## src/rtl/pexp_pkg.sv

```systemverilog
package pexp_pkg;
  localparam int DW = 8;

  typedef enum logic [1:0] {DS_OPC, DS_WDAT, DS_RDAT, DS_RST2} dec_st_e;

  typedef enum logic [3:0] {
    RI_P0PU, RI_P0SPU, RI_P0IEN,
    RI_P1DAT, RI_P1DIR, RI_P1POM, RI_P1SPU, RI_P1SNK, RI_P1IEN,
    RI_P2DAT, RI_P2MODE, RI_P2SNK, RI_P2PU
  } reg_idx_e;

  localparam int NREG = 13;

  localparam logic [7:0] OP_RST_A = 8'hFE;
  localparam logic [7:0] OP_RST_B = 8'hFF;
  localparam logic [7:0] OP_EVCLR = 8'h13;
  localparam logic [7:0] OP_ADDR  = 8'hFD;

  typedef struct packed {
    logic     ok;
    reg_idx_e idx;
  } wr_dec_t;

  // Map a write opcode to the register it loads.
  function automatic wr_dec_t wr_lookup(input logic [7:0] op);
    wr_dec_t r;
    r.ok  = 1'b1;
    r.idx = RI_P0PU;
    case (op)
      8'h04: r.idx = RI_P0PU;
      8'h0A: r.idx = RI_P0SPU;
      8'h10: r.idx = RI_P0IEN;
      8'h0E: r.idx = RI_P1DAT;
      8'h02: r.idx = RI_P1DIR;
      8'h05: r.idx = RI_P1POM;
      8'h0B: r.idx = RI_P1SPU;
      8'h08: r.idx = RI_P1SNK;
      8'h11: r.idx = RI_P1IEN;
      8'h0F: r.idx = RI_P2DAT;
      8'h06: r.idx = RI_P2MODE;
      8'h09: r.idx = RI_P2SNK;
      8'h0C: r.idx = RI_P2PU;
      default: r.ok = 1'b0;
    endcase
    return r;
  endfunction
endpackage

```

## src/rtl/pexp_serial.sv

```systemverilog
module pexp_serial #(
  parameter int DW   = 8,
  parameter int SYNC = 2
) (
  input  logic          clk,
  input  logic          rst_n,
  input  logic          sclk,
  input  logic          cs_n,
  input  logic          sdi,
  input  logic          tx_load,
  input  logic [DW-1:0] tx_byte,
  output logic          rx_valid,
  output logic [DW-1:0] rx_byte,
  output logic          frame_idle,
  output logic          sclk_rise,
  output logic          sclk_fall,
  output logic          sdo
);
  localparam int CW = $clog2(DW);

  logic [SYNC-1:0] sclk_sq, csn_sq, sdi_sq;
  logic            sclk_d_q;
  logic [CW-1:0]   cnt_q, cnt_d;
  logic [DW-1:0]   sh_q, sh_d, tx_q, tx_d;
  logic            vld_q, vld_d;

  assign frame_idle = csn_sq[SYNC-1];
  assign sclk_rise  = sclk_sq[SYNC-1] & ~sclk_d_q;
  assign sclk_fall  = ~sclk_sq[SYNC-1] & sclk_d_q;
  assign rx_valid   = vld_q;
  assign rx_byte    = sh_q;
  assign sdo        = tx_q[DW-1];

  always_comb begin
    cnt_d = cnt_q;
    sh_d  = sh_q;
    tx_d  = tx_q;
    vld_d = 1'b0;
    if (frame_idle) begin
      cnt_d = '0;
      tx_d  = '0;
    end else begin
      if (sclk_rise) begin
        sh_d = {sh_q[DW-2:0], sdi_sq[SYNC-1]};
        if (cnt_q == CW'(DW-1)) begin
          cnt_d = '0;
          vld_d = 1'b1;
        end else begin
          cnt_d = cnt_q + 1'b1;
        end
      end
      // hold the first bit across the fall that ends the previous byte
      if (sclk_fall && cnt_q != '0) tx_d = {tx_q[DW-2:0], 1'b0};
      if (tx_load) tx_d = tx_byte;
    end
  end

  always_ff @(posedge clk or negedge rst_n) begin
    if (!rst_n) begin
      sclk_sq  <= '0;
      csn_sq   <= '1;
      sdi_sq   <= '0;
      sclk_d_q <= 1'b0;
      cnt_q    <= '0;
      sh_q     <= '0;
      tx_q     <= '0;
      vld_q    <= 1'b0;
    end else begin
      sclk_sq  <= {sclk_sq[SYNC-2:0], sclk};
      csn_sq   <= {csn_sq[SYNC-2:0], cs_n};
      sdi_sq   <= {sdi_sq[SYNC-2:0], sdi};
      sclk_d_q <= sclk_sq[SYNC-1];
      cnt_q    <= cnt_d;
      sh_q     <= sh_d;
      tx_q     <= tx_d;
      vld_q    <= vld_d;
    end
  end
endmodule

```

## src/rtl/pexp_regs.sv

```systemverilog
module pexp_regs
  import pexp_pkg::*;
#(
  parameter int DW = 8,
  parameter int AW = 3
) (
  input  logic                     clk,
  input  logic                     rst_n,
  input  logic                     rx_valid,
  input  logic [DW-1:0]            rx_byte,
  input  logic                     frame_idle,
  input  logic [AW-1:0]            strap_addr,
  input  logic [1:0][DW-1:0]       pins_s,
  input  logic [1:0][DW-1:0]       evt,
  output logic [NREG-1:0][DW-1:0]  cfg_q,
  output logic                     dev_en,
  output logic                     wr_hit,
  output logic                     tx_load,
  output logic [DW-1:0]            tx_byte,
  output logic                     evt_clr,
  output logic                     sreset
);
  dec_st_e                   st_q, st_d;
  logic                      en_q, en_d;
  logic [DW-1:0]             op_q, op_d;
  logic [NREG-1:0][DW-1:0]   cfg_d;
  logic                      rd_ok;
  logic [DW-1:0]             rd_val;
  wr_dec_t                   wnew, wcur;

  assign dev_en = en_q;
  assign wnew   = wr_lookup(rx_byte);
  assign wcur   = wr_lookup(op_q);

  // read source selection
  always_comb begin
    rd_ok  = 1'b1;
    rd_val = '0;
    case (rx_byte)
      8'h34: rd_val = cfg_q[RI_P0PU];
      8'h3A: rd_val = cfg_q[RI_P0SPU];
      8'h3D: rd_val = pins_s[0];
      8'h43: rd_val = evt[0];
      8'h32: rd_val = cfg_q[RI_P1DIR];
      8'h35: rd_val = cfg_q[RI_P1POM];
      8'h3B: rd_val = cfg_q[RI_P1SPU];
      8'h38: rd_val = cfg_q[RI_P1SNK];
      8'h3E: rd_val = pins_s[1];
      8'h44: rd_val = evt[1];
      8'h36: rd_val = cfg_q[RI_P2MODE];
      8'h39: rd_val = cfg_q[RI_P2SNK];
      8'h3C: rd_val = cfg_q[RI_P2PU];
      default: rd_ok = 1'b0;
    endcase
  end

  always_comb begin
    st_d    = st_q;
    en_d    = en_q;
    op_d    = op_q;
    cfg_d   = cfg_q;
    tx_load = 1'b0;
    tx_byte = '0;
    evt_clr = 1'b0;
    sreset  = 1'b0;
    wr_hit  = 1'b0;
    if (frame_idle) begin
      st_d = DS_OPC;
    end else if (rx_valid) begin
      case (st_q)
        DS_OPC: begin
          op_d = rx_byte;
          if (rx_byte == OP_RST_A)      st_d = DS_RST2;
          else if (rx_byte == OP_ADDR)  st_d = DS_WDAT;
          else if (en_q) begin
            if (rx_byte == OP_EVCLR)    evt_clr = 1'b1;
            else if (wnew.ok)           st_d = DS_WDAT;
            else if (rd_ok) begin
              tx_load = 1'b1;
              tx_byte = rd_val;
              st_d    = DS_RDAT;
            end
          end
        end
        DS_WDAT: begin
          st_d = DS_OPC;
          if (op_q == OP_ADDR) begin
            en_d = (rx_byte[AW-1:0] == strap_addr);
          end else if (wcur.ok) begin
            wr_hit           = 1'b1;
            cfg_d[wcur.idx]  = rx_byte;
          end
        end
        DS_RDAT: st_d = DS_OPC;
        default: begin
          st_d = DS_OPC;
          if (rx_byte == OP_RST_B) sreset = 1'b1;
        end
      endcase
    end
    if (sreset) begin
      cfg_d = '0;
      en_d  = 1'b0;
    end
  end

  always_ff @(posedge clk or negedge rst_n) begin
    if (!rst_n) begin
      st_q  <= DS_OPC;
      en_q  <= 1'b0;
      op_q  <= '0;
      cfg_q <= '0;
    end else begin
      st_q  <= st_d;
      en_q  <= en_d;
      op_q  <= op_d;
      cfg_q <= cfg_d;
    end
  end
endmodule

```

## src/rtl/pexp_events.sv

```systemverilog
module pexp_events #(
  parameter int DW    = 8,
  parameter int NPORT = 2
) (
  input  logic                  clk,
  input  logic                  rst_n,
  input  logic [NPORT-1:0][DW-1:0] pins,
  input  logic [NPORT-1:0][DW-1:0] ien,
  input  logic                  clr,
  output logic [NPORT-1:0][DW-1:0] pins_s,
  output logic [NPORT-1:0][DW-1:0] evt,
  output logic                  irq_n
);
  logic [NPORT-1:0][DW-1:0] s1_q, s2_q, s3_q, evt_q, evt_d;

  for (genvar p = 0; p < NPORT; p++) begin : g_port
    always_comb begin
      if (clr) evt_d[p] = '0;
      else     evt_d[p] = evt_q[p] | (ien[p] & (s2_q[p] ^ s3_q[p]));
    end
  end

  assign pins_s = s2_q;
  assign evt    = evt_q;
  assign irq_n  = ~|(evt_q & ien);

  always_ff @(posedge clk or negedge rst_n) begin
    if (!rst_n) begin
      s1_q  <= '0;
      s2_q  <= '0;
      s3_q  <= '0;
      evt_q <= '0;
    end else begin
      s1_q  <= pins;
      s2_q  <= s1_q;
      s3_q  <= s2_q;
      evt_q <= evt_d;
    end
  end
endmodule

```

## src/rtl/pexp_ctrl.sv

```systemverilog
module pexp_ctrl
  import pexp_pkg::*;
#(
  parameter int DW = 8,
  parameter int AW = 3
) (
  input  logic          clk,
  input  logic          rst_n,
  input  logic          sclk,
  input  logic          cs_n,
  input  logic          sdi,
  input  logic [AW-1:0] strap_addr,
  input  logic [DW-1:0] p0_pins,
  input  logic [DW-1:0] p1_pins,
  output logic          sdo,
  output logic          irq_n,
  output logic [DW-1:0] p0_pullup,
  output logic [DW-1:0] p0_strong,
  output logic [DW-1:0] p1_data,
  output logic [DW-1:0] p1_dir,
  output logic [DW-1:0] p1_pullmode,
  output logic [DW-1:0] p1_strong,
  output logic [DW-1:0] p1_sink,
  output logic [DW-1:0] p2_data,
  output logic [DW-1:0] p2_mode,
  output logic [DW-1:0] p2_sink,
  output logic [DW-1:0] p2_pullup
);
  logic [1:0]                rst_sq;
  logic                      rst_n_s;
  logic                      rx_valid, frame_idle, sclk_rise, sclk_fall;
  logic [DW-1:0]             rx_byte, tx_byte;
  logic                      tx_load, evt_clr, sreset, dev_en, wr_hit;
  logic [NREG-1:0][DW-1:0]   cfg_q;
  logic [1:0][DW-1:0]        pins_v, pins_s, ien_v, evt_v;

  // reset asserted at once, released on a clock edge
  always_ff @(posedge clk or negedge rst_n) begin
    if (!rst_n) rst_sq <= '0;
    else        rst_sq <= {rst_sq[0], 1'b1};
  end
  assign rst_n_s = rst_sq[1];

  pexp_serial #(.DW(DW)) u_ser (
    .clk(clk), .rst_n(rst_n_s), .sclk(sclk), .cs_n(cs_n), .sdi(sdi),
    .tx_load(tx_load), .tx_byte(tx_byte), .rx_valid(rx_valid),
    .rx_byte(rx_byte), .frame_idle(frame_idle), .sclk_rise(sclk_rise),
    .sclk_fall(sclk_fall), .sdo(sdo)
  );

  pexp_regs #(.DW(DW), .AW(AW)) u_regs (
    .clk(clk), .rst_n(rst_n_s), .rx_valid(rx_valid), .rx_byte(rx_byte),
    .frame_idle(frame_idle), .strap_addr(strap_addr), .pins_s(pins_s),
    .evt(evt_v), .cfg_q(cfg_q), .dev_en(dev_en), .wr_hit(wr_hit),
    .tx_load(tx_load), .tx_byte(tx_byte), .evt_clr(evt_clr), .sreset(sreset)
  );

  assign pins_v[0] = p0_pins;
  assign pins_v[1] = p1_pins;
  assign ien_v[0]  = cfg_q[RI_P0IEN];
  assign ien_v[1]  = cfg_q[RI_P1IEN];

  pexp_events #(.DW(DW), .NPORT(2)) u_evt (
    .clk(clk), .rst_n(rst_n_s), .pins(pins_v), .ien(ien_v),
    .clr(evt_clr | sreset), .pins_s(pins_s), .evt(evt_v), .irq_n(irq_n)
  );

  assign p0_pullup   = cfg_q[RI_P0PU];
  assign p0_strong   = cfg_q[RI_P0SPU];
  assign p1_data     = cfg_q[RI_P1DAT];
  assign p1_dir      = cfg_q[RI_P1DIR];
  assign p1_pullmode = cfg_q[RI_P1POM];
  assign p1_strong   = cfg_q[RI_P1SPU];
  assign p1_sink     = cfg_q[RI_P1SNK];
  assign p2_data     = cfg_q[RI_P2DAT];
  assign p2_mode     = cfg_q[RI_P2MODE];
  assign p2_sink     = cfg_q[RI_P2SNK];
  assign p2_pullup   = cfg_q[RI_P2PU];
endmodule

```

## config.mk

```make
export PLATFORM = sky130hd
export DESIGN_NAME = pexp_ctrl
export DESIGN_NICKNAME = d
export VERILOG_FILES = /design/src/rtl/pexp_pkg.sv /design/src/rtl/pexp_serial.sv /design/src/rtl/pexp_regs.sv /design/src/rtl/pexp_events.sv /design/src/rtl/pexp_ctrl.sv
export SDC_FILE = /design/constraint.sdc
export NUM_CORES = 1
export LEC_CHECK = 0
export ABC_AREA = 1
export CAP_MARGIN = 20
export CORE_MARGIN = 5
export CORE_UTILIZATION = 50
export CTS_CLUSTER_DIAMETER = 30
export DETAILED_ROUTE_END_ITERATION = 6
export DONT_BUFFER_PORTS = 1
export MAX_ROUTING_LAYER = met4
export PLACE_DENSITY = 0.75
export SETUP_SLACK_MARGIN = 0.02
export SLEW_MARGIN = 25
export SYNTH_ARGS = -nofsm -noshare
export SYNTH_HDL_FRONTEND = slang
export SYNTH_HIERARCHICAL = 1
export SYNTH_SLANG_ARGS = --single-unit
```

## constraint.sdc

```tcl
create_clock -name clk -period 8.85 [get_ports clk]
set_clock_uncertainty 0.15 [all_clocks]
set_input_delay 0.885 -clock clk [delete_from_list [all_inputs] [get_ports clk]]
set_output_delay 0.885 -clock clk [all_outputs]
set_load 0.01 [all_outputs]
```

**Word-level counts from Yosys, hierarchy flattened**

Cells that the tools add are included.
W data, S select, Z words.

- Bits in read-only memories: 0
- Flip-flop bits (word level): 208
- Bits in writable memories: 0
- Latch bits: 0
- Word-level logic and storage cells: 191
- Output and inout bits: 90
- Bits of input ports: 24
- Memories: 0

- Multiply operators: 0
- Order comparisons: 2
- Shift operators: 0
- $add $sub $neg: 1
- Equality and inequality tests: 53
- Divide/modulo/power cells: 0
- Multiplexer cells: 67
- Reductions and logical operators: 22
- Bitwise gates (word level): 13

Operators by type and width:

| cell | count |
|---|---|
| $mux W104 | 6 |
| $eq A8 B4 Y1 const B | 14 |
| $mux W8 | 14 |
| $bwmux W104 | 1 |
| $pmux W8 S13 | 1 |
| $eq A8 B6 Y1 const B | 11 |
| $eq A8 B3 Y1 const B | 6 |
| $pmux W4 S12 | 1 |
| $eq A8 B5 Y1 const B | 5 |
| $reduce_or A13 Y1 | 3 |
| $demux W8 S4 | 1 |
| $eq A8 B8 Y1 const B | 4 |
| $mux W1 | 31 |
| $mux W2 | 9 |
| $and A16 B16 Y16 | 1 |
| $and A8 B8 Y8 | 2 |
| $eq A8 B2 Y1 const B | 2 |
| $eq A8 B7 Y1 const B | 2 |
| $or A8 B8 Y8 | 2 |
| $reduce_or A16 Y1 | 1 |
| $xor A8 B8 Y8 | 2 |
| $reduce_bool A2 Y1 | 6 |
| $mux W3 | 3 |
| $reduce_and A4 Y1 | 2 |
| 22 further kinds | 28 |

**Depth between registers and ports, before layout**

Gate-level depths: netlist (run 1).

- Depth in word-level cells: 14
- Mapped depth: 19
- Depth with buffers taken out: 16

**Cells and area by module**

The synthesis (run 1) kept the hierarchy.

Modules (own cells, without submodules):

| module | instances | cells an instance | sequential area each (sq um) | area an instance (sq um) |
|---|---|---|---|---|
| pexp_regs | 1 | 896 | 2877.8 | 6482.5 |
| pexp_events | 1 | 209 | 1601.5 | 2242.2 |
| pexp_serial | 1 | 127 | 678.2 | 1253.7 |
| pexp_ctrl | 1 | 6 | 50.0 | 65.1 |

**Worst setup path before layout (run 1)**

Ideal clock, no wire load.

- Path type: flip-flop to flip-flop
- From: register u_ser.sh_q[3] (netlist: u_ser/rx_byte[3])
- To: register u_ser.tx_q[7]
- Library setup time: 0.116 ns
- Cell stages (with the launch flop): 20
- Data arrival time: 2.124 ns
- Buffers on the path: 3
- Period minus slack after synthesis: 2.391 ns
- Setup slack: 6.459 ns
- Required time: 8.584 ns
- Cells stage by stage: dfrtp_1 buf_2 inv_1 nand2_1 nor2_2 nand2_1 nand2_1 nor2_1 nand2_1 nor2_1 inv_1 nand2_1 inv_1 buf_6 nor2_8 buf_8 nand2_2 nand2_1 nand2_1 nand2_1

- Word-level cells in the longest chain between the ends: 14
- Elaborated cells on any way between the ends: 54
- Classes of those cells: 29 x eq/ne; 22 x mux; 3 x reduce/logical

Ends and longest elaborated chain:

| what | RTL line | RTL |
|---|---|---|
| start, declared | pexp_serial.sv:24 | `logic [DW-1:0] sh_q, sh_d, tx_q, tx_d;` |
| start signal, assigned | pexp_serial.sv:65 | `sh_q <= '0;` |
| start signal, assigned | pexp_serial.sv:74 | `sh_q <= sh_d;` |
| $eq A8 B6 Y1 or $eq A8 B7 Y1 (tied branches) | pexp_regs.sv:39 | `case (rx_byte)` |
| $reduce_or A13 Y1 (no line) | - |  |
| $mux W1 | pexp_regs.sv:39 |  |
| $mux W1 | pexp_regs.sv:78 | `else if (rd_ok) begin` |
| $mux W1 | pexp_regs.sv:77 | `else if (wnew.ok) st_d = DS_WDAT;` |
| $mux W1 | pexp_regs.sv:76 | `if (rx_byte == OP_EVCLR) evt_clr = 1'b1;` |
| $mux W1 | pexp_regs.sv:75 | `else if (en_q) begin` |
| $mux W1 | pexp_regs.sv:74 | `else if (rx_byte == OP_ADDR) st_d = DS_WDAT;` |
| $mux W1 * | pexp_regs.sv:73 | `if (rx_byte == OP_RST_A) st_d = DS_RST2;` |
| $mux W1 * | pexp_regs.sv:70 | `case (st_q)` |
| $mux W1 * | pexp_regs.sv:69 | `end else if (rx_valid) begin` |
| $mux W1 * | pexp_regs.sv:67 | `if (frame_idle) begin` |
| via tx_load | pexp_ctrl.sv:33 | `logic tx_load, evt_clr, sreset, dev_en, wr_hit;` |
| $mux W8 | pexp_serial.sv:54 | `if (tx_load) tx_d = tx_byte;` |
| $mux W8 | pexp_serial.sv:39 | `if (frame_idle) begin` |
| end signal, assigned | pexp_serial.sv:75 | `tx_q <= tx_d;` |
| end, declared | pexp_serial.sv:24 |  |

Mark *: on every way through the listed nets, which the timed path passes. The rest lies on a longest branch.
A chain may end at the register's enable or synchronous reset.

**Final worst setup path (run 1)**

- From: register u_regs.op_q[7]
- To: register u_regs/cfg_q[33] (netlist name)

- Word-level cells in the longest chain between the ends: 13
- Elaborated cells on any way between the ends: 32
- Classes of those cells: 2 x order compare; 15 x eq/ne; 11 x mux; 4 x reduce/logical

Ends and longest elaborated chain:

| what | RTL line | RTL |
|---|---|---|
| start, declared | pexp_regs.sv:25 | `logic [DW-1:0] op_q, op_d;` |
| start signal, assigned | pexp_regs.sv:116 | `op_q <= op_d;` |
| $eq A8 B4 Y1 (tied with other cells) | pexp_pkg.sv:29 | `case (op)` |
| $pmux W4 S12 | pexp_pkg.sv:29 |  |
| $lt A4 B5 Y1 (not written as such) or $ge A4 B1 Y1 (tied branches) | pexp_regs.sv:91 | `cfg_d[wcur.idx] = rx_byte;` |
| $logic_and A1 B1 Y1 (not written as such) | pexp_regs.sv:91 |  |
| $mux W8 (not written as such) | pexp_regs.sv:91 |  |
| $demux W8 S4 | - |  |
| $bwmux W104 | pexp_regs.sv:91 |  |
| $mux W104 | pexp_regs.sv:89 | `end else if (wcur.ok) begin` |
| $mux W104 | pexp_regs.sv:87 | `if (op_q == OP_ADDR) begin` |
| $mux W104 | pexp_regs.sv:70 |  |
| $mux W104 | pexp_regs.sv:69 |  |
| $mux W104 | pexp_regs.sv:67 |  |
| $mux W104 | pexp_regs.sv:101 | `if (sreset) begin` |
| end signal, assigned | pexp_regs.sv:117 | `cfg_q <= cfg_d;` |
| end, declared | pexp_regs.sv:15 | `output logic [NREG-1:0][DW-1:0] cfg_q,` |

Parallel ways exist; a longest one is shown, timed or not. The select of a mux whose other input is x is not followed.

==> results of run 1 <==
## state kept, by name, summed over array words and instances, names as in the netlist, 8 cells and up
name,flops
u_ser/tx_q,8
u_ser/rx_byte,8
u_regs/cfg_q,104
u_regs/op_q,8
u_evt/pins_s,16
u_evt/evt,16
u_evt/s3_q,16
u_evt/s1_q,16
## cell families after synthesis
| kind of cell | synth area share |
|---|---|
| buf+inv | 0.07599 |
| fa+ha+maj | 0.003738 |
| compound gates | 0.03002 |
| other cells | 0.0003734 |
| flops | 0.5185 |
| xor+xnor | 0.002617 |
| simple gates | 0.3688 |
## power by group
group | switching [uW] | internal [uW]
sequential | 39.6 | 979
combinational | 146 | 34.4
clock | 531 | 1080
## final timing paths
check / from / endpoint / depth (start not counted)
worst min-delay path: u_evt/s1_q[10] / u_evt/pins_s[10] / 0
worst max-delay path: u_regs/op_q[7] / u_regs/cfg_q[33] / 10
worst max register to register: u_regs/op_q[7] / u_regs/cfg_q[33] / 10
max in group asynchronous: rst_sq[1] / u_regs/cfg_q[18] / 1
min in group asynchronous: rst_sq[1] / u_evt/s1_q[9] / 0
worst min register to register: u_evt/s1_q[10] / u_evt/pins_s[10] / 0
## critical path, delay by kind of cell, from the launching register on
kind	cells	cell delay, ns
AO/OA/AOI/OAI	1	0.69
buffers and inverters	1	0.69
AND/OR/NAND/NOR	8	1.56
flip-flops	1	0.40
## metrics by stage
stage / worst slack [ns] / utilization
floorplan: 2.478 / -
global placement: 5.408 / 0.5159
detailed placement: 5.338 / 0.5159
CTS: 5.315 / 0.5916
global route: 4.961 / 0.5932
finish: 5.218 / 0.5932
## synth_stat cells (all sizes together)
master and number:
nand3 238, xnor2 3, nor4 5, a21boi 1, inv 122, o21ai 12
and2 1, ha 3, nand2 469, buf 38, nor3 8, conb 1
dfrtp 206, a21oi 33, nor3b 1, a41oi 1, nand4 22, nor2 65
clkbuf 4, and3 3, dfstp 2
## layout make-up
type                    instances  area (um2)  area share
clock buffers                  50        1152     0.09917
clock inverters                27       320.3     0.02757
inverters                     122       460.4     0.03963
multi-input cells             866        4080      0.3511
flip-flops and latches        208        5211      0.4485
well taps                     265       331.6     0.02853
repair buffers                  5       63.81    0.005492
## layer usage
layer / GRT usage / vias to the layer above / wire length [um]
met5: - / - / 0
met4: 0.09704 / 0 / 861
met3: 0.08537 / 70 / 3202
met2: 0.4138 / 415 / 14200
met1: 0.3376 / 4117 / 11470
li1: - / 4001 / -
## timing repair
| action | 4_1_cts | 5_1_grt |
|---|---|---|
| hold buffers | 1 | 0 |
| setup endpoints to repair | 0 | 0 |
| endpoints found under the hold margin | 2 | 0 |
| gates resized for setup | 0 | 0 |
==> out/summary.log, run 1 <==
qor: run_status.outcome finished clean
qor: sta.report.final.setup_viol 0
qor: critical_path.cpPeakStageDelay 0.69 ns
qor: detailed_routing.drtAntennaViolNets 0
qor: logic_synthesis.synth.lib_cells_used.distinct 39
qor: floorplan.horiz_die_dim 151.7 um
qor: sta.finalCritPeriodShare 0.4104
qor: floorplan.coreArea 0.01959 mm2
qor: floorplan.fp-row-count 51
qor: power.vdd_drop_max 0.1790 mV
qor: clock_tree.numClockSinks 208
qor: placed_design.place.detailed.hpwl 20140 um
qor: power.power.density 241.8 mW/mm2
qor: layout.design.final.nets 1273
qor: grt.global_route_wire_length_before_repair 46040 um
qor: logic_synthesis.yosys_register_bits 208
qor: sta.tns 0 ns
qor: grt.maximum_number_of_pins_on_one_net_before_global_route_repair 77
qor: critical_path.cp_data_arrival_time 3.95 ns
qor: layout.diodes 0
qor: layout.finalInstanceArea 0.01162 mm2
qor: critical_path.worst-endpoint-required 9.17 ns
qor: layout.area_growth_syn_to_layout 15.70%
qor: logic_synthesis.netlist.area_leader.share 0.5133
qor: layout.final_cells 1543
qor: logic_synthesis.postSynthAreaPerCell 8.113 um2
qor: floorplan.io_pins 114
qor: clock_tree.cts.reportedPaths.clkPinSlew 0.05 ns
qor: placed_design.dp.cells 1464
qor: layout.most_common_library_cell_in_the_layout_ignoring_fill_and_taps sky130_fd_sc_hd__nand2_1
qor: logic_synthesis.synth_warnings 6
qor: sta.worst_case_hold_slack 0.1953 ns
qor: sta.max_slew.worst_pin.slew 1.008 ns
qor: clock_tree.clk_latency 0.53 ns
qor: critical_path.critPathLaunchType flip-flop
qor: logic_synthesis.synthesis.instances 1238
qor: detailed_routing.detailroute.via_count 8603
qor: power.static-leakage-power 0.006190 uW
qor: floorplan.initial_utilization 0.5127
qor: detailed_routing.drt_drc_violations_left 0
qor: power.totalPowerFinal 2810 uW
qor: grt.track_usage 0.2692
qor: layout.nFillCells 1735
qor: logic_synthesis.synth.yosys.seq_area_share 0.5185
qor: layout.drive_above_1_share 0.1150
qor: clock_tree.post_cts_setup_bufs 0
qor: worst_hold_path.hold_path_class flip-flop to flip-flop
qor: logic_synthesis.synth_fp_nets 1265
qor: critical_path.timing.critical_path.to_type flip-flop
qor: logic_synthesis.syn-cell-area 0.01004 mm2
qor: flow_run.cap_viol_max_count 0
qor: critical_path.path_common_cell sky130_fd_sc_hd__nor2_1
qor: placed_design.finalWeightedCongestion 0.9563
qor: critical_path.r2r_slack 5.22 ns
qor: detailed_routing.first_pass_drt_iterations 5
qor: floorplan.fp.dieArea 0.02302 mm2
qor: logic_synthesis.synth.area.top_cells sky130_fd_sc_hd__dfrtp_1 (51%), sky130_fd_sc_hd__nand2_1 (17%), sky130_fd_sc_hd__nand3_1 (11%)
qor: sta.timing.final.max_slew_violations 0
qor: critical_path.timing.critical_path.slowest_stage_cell sky130_fd_sc_hd__a21boi_4
qor: clock_tree.cts-buffers-inserted 43
qor: clock_tree.cts_root_buf sky130_fd_sc_hd__clkbuf_16
qor: grt.grt.overflow.total 0
qor: placed_design.placedInstanceArea 0.01011 mm2
qor: sta.setup_repair_after_global_routing_missed_its_margin no
qor: clock_tree.htree_num_levels 2
qor: layout.layout.cells.most_common_list sky130_fd_sc_hd__nand2_1 (464), sky130_fd_sc_hd__nand3_1 (218), sky130_fd_sc_hd__dfrtp_1 (205)
qor: sta.hold_viol 0
qor: clock_tree.cts_buffer_depth 3
qor: detailed_routing.vias_per_cell 5.576
qor: critical_path.path_cells nor2_1, nand3_2, nor2_1, nor2_1, nand3_1, nor2_2, a21boi_4, buf_4, nand3_1, nand2_1
qor: detailed_routing.drt_iter0_drc 938
qor: critical_path.critical_path.max_fanout 69
qor: sta.post-route-min-period 3.632 ns
qor: clock_tree.tritoncts yes
qor: sta.maximum_operating_frequency 275.3 MHz
qor: floorplan.die_height 151.7 um
qor: grt.antenna_found_initial 0
qor: detailed_routing.routed_wl 29740 um
qor: critical_path.setup.worst_path.class flip-flop to flip-flop
qor: detailed_routing.wl_cell 19.27 um
qor: sta.slew-limit-headroom 0.3266
qor: logic_synthesis.yosysTopAreaCell sky130_fd_sc_hd__dfrtp_1
qor: placed_design.buffer_ports.inserted 0
qor: grt.grt_pass1_vias 8201
Note: power is estimated with default switching activity, not from simulation.
==> run 2, diff against run 1 <==
--- a/config.mk
+++ b/config.mk
@@ -13,7 +13,7 @@
 export DETAILED_ROUTE_END_ITERATION = 6
 export DONT_BUFFER_PORTS = 1
 export MAX_ROUTING_LAYER = met4
-export PLACE_DENSITY = 0.75
+export PLACE_DENSITY = 0.78
 export SETUP_SLACK_MARGIN = 0.02
 export SLEW_MARGIN = 25
 export SYNTH_ARGS = -nofsm -noshare
==> constraint.sdc (replaced) <==
create_clock -name clk -period 3.16 [get_ports clk]
set_clock_uncertainty 0.15 [all_clocks]
set_input_delay 0.316 -clock clk [delete_from_list [all_inputs] [get_ports clk]]
set_output_delay 0.316 -clock clk [all_outputs]
set_load 0.01 [all_outputs]
==> run 2 against run 1 <==
Register-to-register slack got worse by 5.0 ns. Clock-buffer cell count is 1 higher. Largest cell class unchanged. Critical endpoint is now u_ser/tx_q[6]. Setup slack worse by 5.0 ns. Non-clock buffer count up 51.
==> out/summary.log, run 2 (synthesis gave the netlist of run 1 again) <==
qor: detailed_routing.routed_wl 31580 um
qor: critical_path.ff2ff_path_depth 16
qor: sta.worst_case_hold_slack 0.1127 ns
qor: detailed_routing.drtAntennaViolNets 0
qor: clock_tree.cts.reportedPaths.clkPinSlew 0.05 ns
qor: placed_design.finalWeightedCongestion 0.9780
qor: layout.finish.utilization 0.6297
qor: clock_tree.cts_buffer_depth 3
qor: critical_path.timing.critical_path.to_type flip-flop
qor: critical_path.r2r-end u_ser/tx_q[6]
qor: layout.area_growth_syn_to_layout 22.82%
qor: clock_tree.numClockSinks 208
qor: sta.timing.final.max_slew_violations 0
qor: layout.design.final.nets 1327
qor: sta.setup_repair_after_global_routing_missed_its_margin no
qor: floorplan.horiz_die_dim 151.7 um
qor: floorplan.fp-row-count 51
qor: sta.hold_viol 0
qor: layout.final-seq-area 0.005211 mm2
qor: placed_design.buffer_ports.inserted 0
qor: sta.finalCritPeriodShare 0.9183
qor: critical_path.critPathLaunchType flip-flop
qor: layout.largest_reg_flops 104
qor: grt.grt.overflow.total 0
qor: critical_path.setup.worst_path.class flip-flop to flip-flop
qor: sta.report.final.setup_viol 0
qor: critical_path.rr_startpoint u_ser/rx_byte[2]
qor: clock_tree.clk_latency 0.53 ns
qor: run_status.outcome finished clean
qor: clock_tree.cts_root_buf sky130_fd_sc_hd__clkbuf_16
qor: power.static-leakage-power 0.006536 uW
qor: floorplan.initial_utilization 0.5127
qor: critical_path.r2r_slack 0.26 ns
qor: layout.most_common_library_cell_in_the_layout_ignoring_fill_and_taps sky130_fd_sc_hd__nand2_1
qor: floorplan.io_pins 114
qor: detailed_routing.wl_cell 19.70 um
qor: layout.largest-register u_regs/cfg_q
qor: clock_tree.post_cts_setup_bufs 0
qor: placed_design.dp_worst_setup_slack 0.3840 ns
qor: detailed_routing.top_signal_layer_used met4
qor: layout.multi_input_gate_area_in_the_final_layout 0.004080 mm2
qor: power.power.density 702.6 mW/mm2
qor: layout.drive_above_1_share 0.1376
qor: clock_tree.htree_num_levels 2
qor: layout.nFillCells 1651
qor: floorplan.die_height 151.7 um
qor: placed_design.place.detailed.hpwl 21830 um
qor: clock_tree.tritoncts yes
qor: critical_path.critical_path.max_fanout 16
qor: detailed_routing.routed-wl-met3 3294 um
qor: floorplan.fp.dieArea 0.02302 mm2
qor: power.vdd_drop_max 0.3547 mV
qor: grt.antenna_found_initial 1
qor: sta.slew-limit-headroom 0.5139
qor: detailed_routing.drt_iter0_drc 991
qor: critical_path.worst-endpoint-required 3.42 ns
qor: worst_hold_path.hold_path_class flip-flop to async pin
qor: critical_path.cp-startpoint u_ser/rx_byte[2]
qor: clock_tree.cts-buffers-inserted 46
qor: sta.max_slew.worst_pin.slew 0.7265 ns
qor: grt.maximum_number_of_pins_on_one_net_before_global_route_repair 70
qor: clock_tree.ctsHoldBuffers 23
qor: detailed_routing.vias_per_cell 5.601
qor: floorplan.coreArea 0.01959 mm2
qor: critical_path.cp_data_arrival_time 3.17 ns
qor: detailed_routing.wirelength_met1 12290 um
qor: detailed_routing.detailroute.wirelength.met2 14660 um
qor: detailed_routing.detailroute.via_count 8978
qor: sta.tns 0 ns
qor: grt.grt_pass1_vias 8740
qor: flow_run.cap_viol_max_count 0
qor: sta.worst_slack 0.2581 ns
qor: grt.global_route_wire_length_before_repair 48910 um
qor: clock_tree.cts-resized-gates 0
qor: layout.layout.cells.most_common_list sky130_fd_sc_hd__nand2_1 (464), sky130_fd_sc_hd__nand3_1 (218), sky130_fd_sc_hd__dfrtp_1 (205)
qor: grt.track_usage 0.2848
qor: detailed_routing.first_pass_drt_iterations 5
qor: sta.maximum_operating_frequency 344.6 MHz
qor: detailed_routing.drt_drc_violations_left 0
qor: sta.post-route-min-period 2.902 ns
run 2: cell count changes in the layout (fill, tap and decap cells not counted), moves of 2 or more:
cell,previous run,this run
sky130_fd_sc_hd__clkinv_4,0,5
sky130_fd_sc_hd__clkbuf_16,43,47
sky130_fd_sc_hd__buf_12,0,6
sky130_fd_sc_hd__clkinvlp_4,6,8
sky130_fd_sc_hd__bufinv_16,5,10
sky130_fd_sc_hd__clkinv_2,11,7
sky130_fd_sc_hd__clkinv_8,2,0
sky130_fd_sc_hd__clkbuf_8,5,2
sky130_fd_sc_hd__buf_4,2,27
sky130_fd_sc_hd__dlygate4sd3_1,1,23
run 2: critical path, stage by stage, from the launching register on:
cell and delay [ns]:
sky130_fd_sc_hd__dfrtp_1 0.52, sky130_fd_sc_hd__inv_1 0.16, sky130_fd_sc_hd__nand2_1 0.12, sky130_fd_sc_hd__nor2_1 0.60, sky130_fd_sc_hd__nand2_1 0.15, sky130_fd_sc_hd__nand2_1 0.11, sky130_fd_sc_hd__nor2_1 0.05, sky130_fd_sc_hd__nand2_1 0.06
sky130_fd_sc_hd__nor2_1 0.06, sky130_fd_sc_hd__inv_1 0.05, sky130_fd_sc_hd__nand2_1 0.06, sky130_fd_sc_hd__inv_1 0.32, sky130_fd_sc_hd__nor2_8 0.13, sky130_fd_sc_hd__nand2_2 0.08, sky130_fd_sc_hd__nand2_1 0.05, sky130_fd_sc_hd__nand2_1 0.07
sky130_fd_sc_hd__nand2_1 0.05
run 2: through the flow:
| stage | power, uW | instance area, um2 | cells |
|---|---|---|---|
| 3_5_place_dp | 3475 | 10410 | 1494 |
| 5_1_grt | 8911 | 12340 | 1603 |
| 3_3_place_gp | 3467 | 10410 | 1494 |
| 6_report | 8667 | 12340 | 1603 |
| 2_1_floorplan | 3213 | 10050 | 1238 |
| 4_1_cts | 8675 | 12330 | 1602 |
run 2: worst max-delay path by stage:
stage / endpoint / slack (ns)
3_5_place_dp: u_ser/tx_q[3] / 0.38
6_report: u_ser/tx_q[6] / 0.26
4_1_cts: u_ser/tx_q[2] / 0.38
5_1_grt: u_ser/tx_q[3] / 0.13
2_1_floorplan: u_ser/tx_q[7] / 0.77
3_3_place_gp: u_ser/tx_q[3] / 0.51
run 2: per-layer routing:
metal / up-vias / GRT usage
met3: 105 / 0.07317
li1: 4113 / -
met2: 469 / 0.4351
met1: 4291 / 0.3629
met4: 0 / 0.1213
met5: - / -
run 2: power by group:
group	internal (uW)	leakage [uW]	total [uW]	switching, uW
logic	184	0.00296	646	462
clock network	3600	0.000810	5190	1590
registers	2740	0.00276	2830	94.2
run 2: layout make-up:
cell class                 count  area share
sequential                   208      0.4225
multi-input combinational    866      0.3308
clock buffer                  51     0.09818
timing repair buffer          56     0.04483
clock inverter                34     0.03935
inverter                     122     0.03733
tap                          265     0.02688
antenna                        1   0.0002029
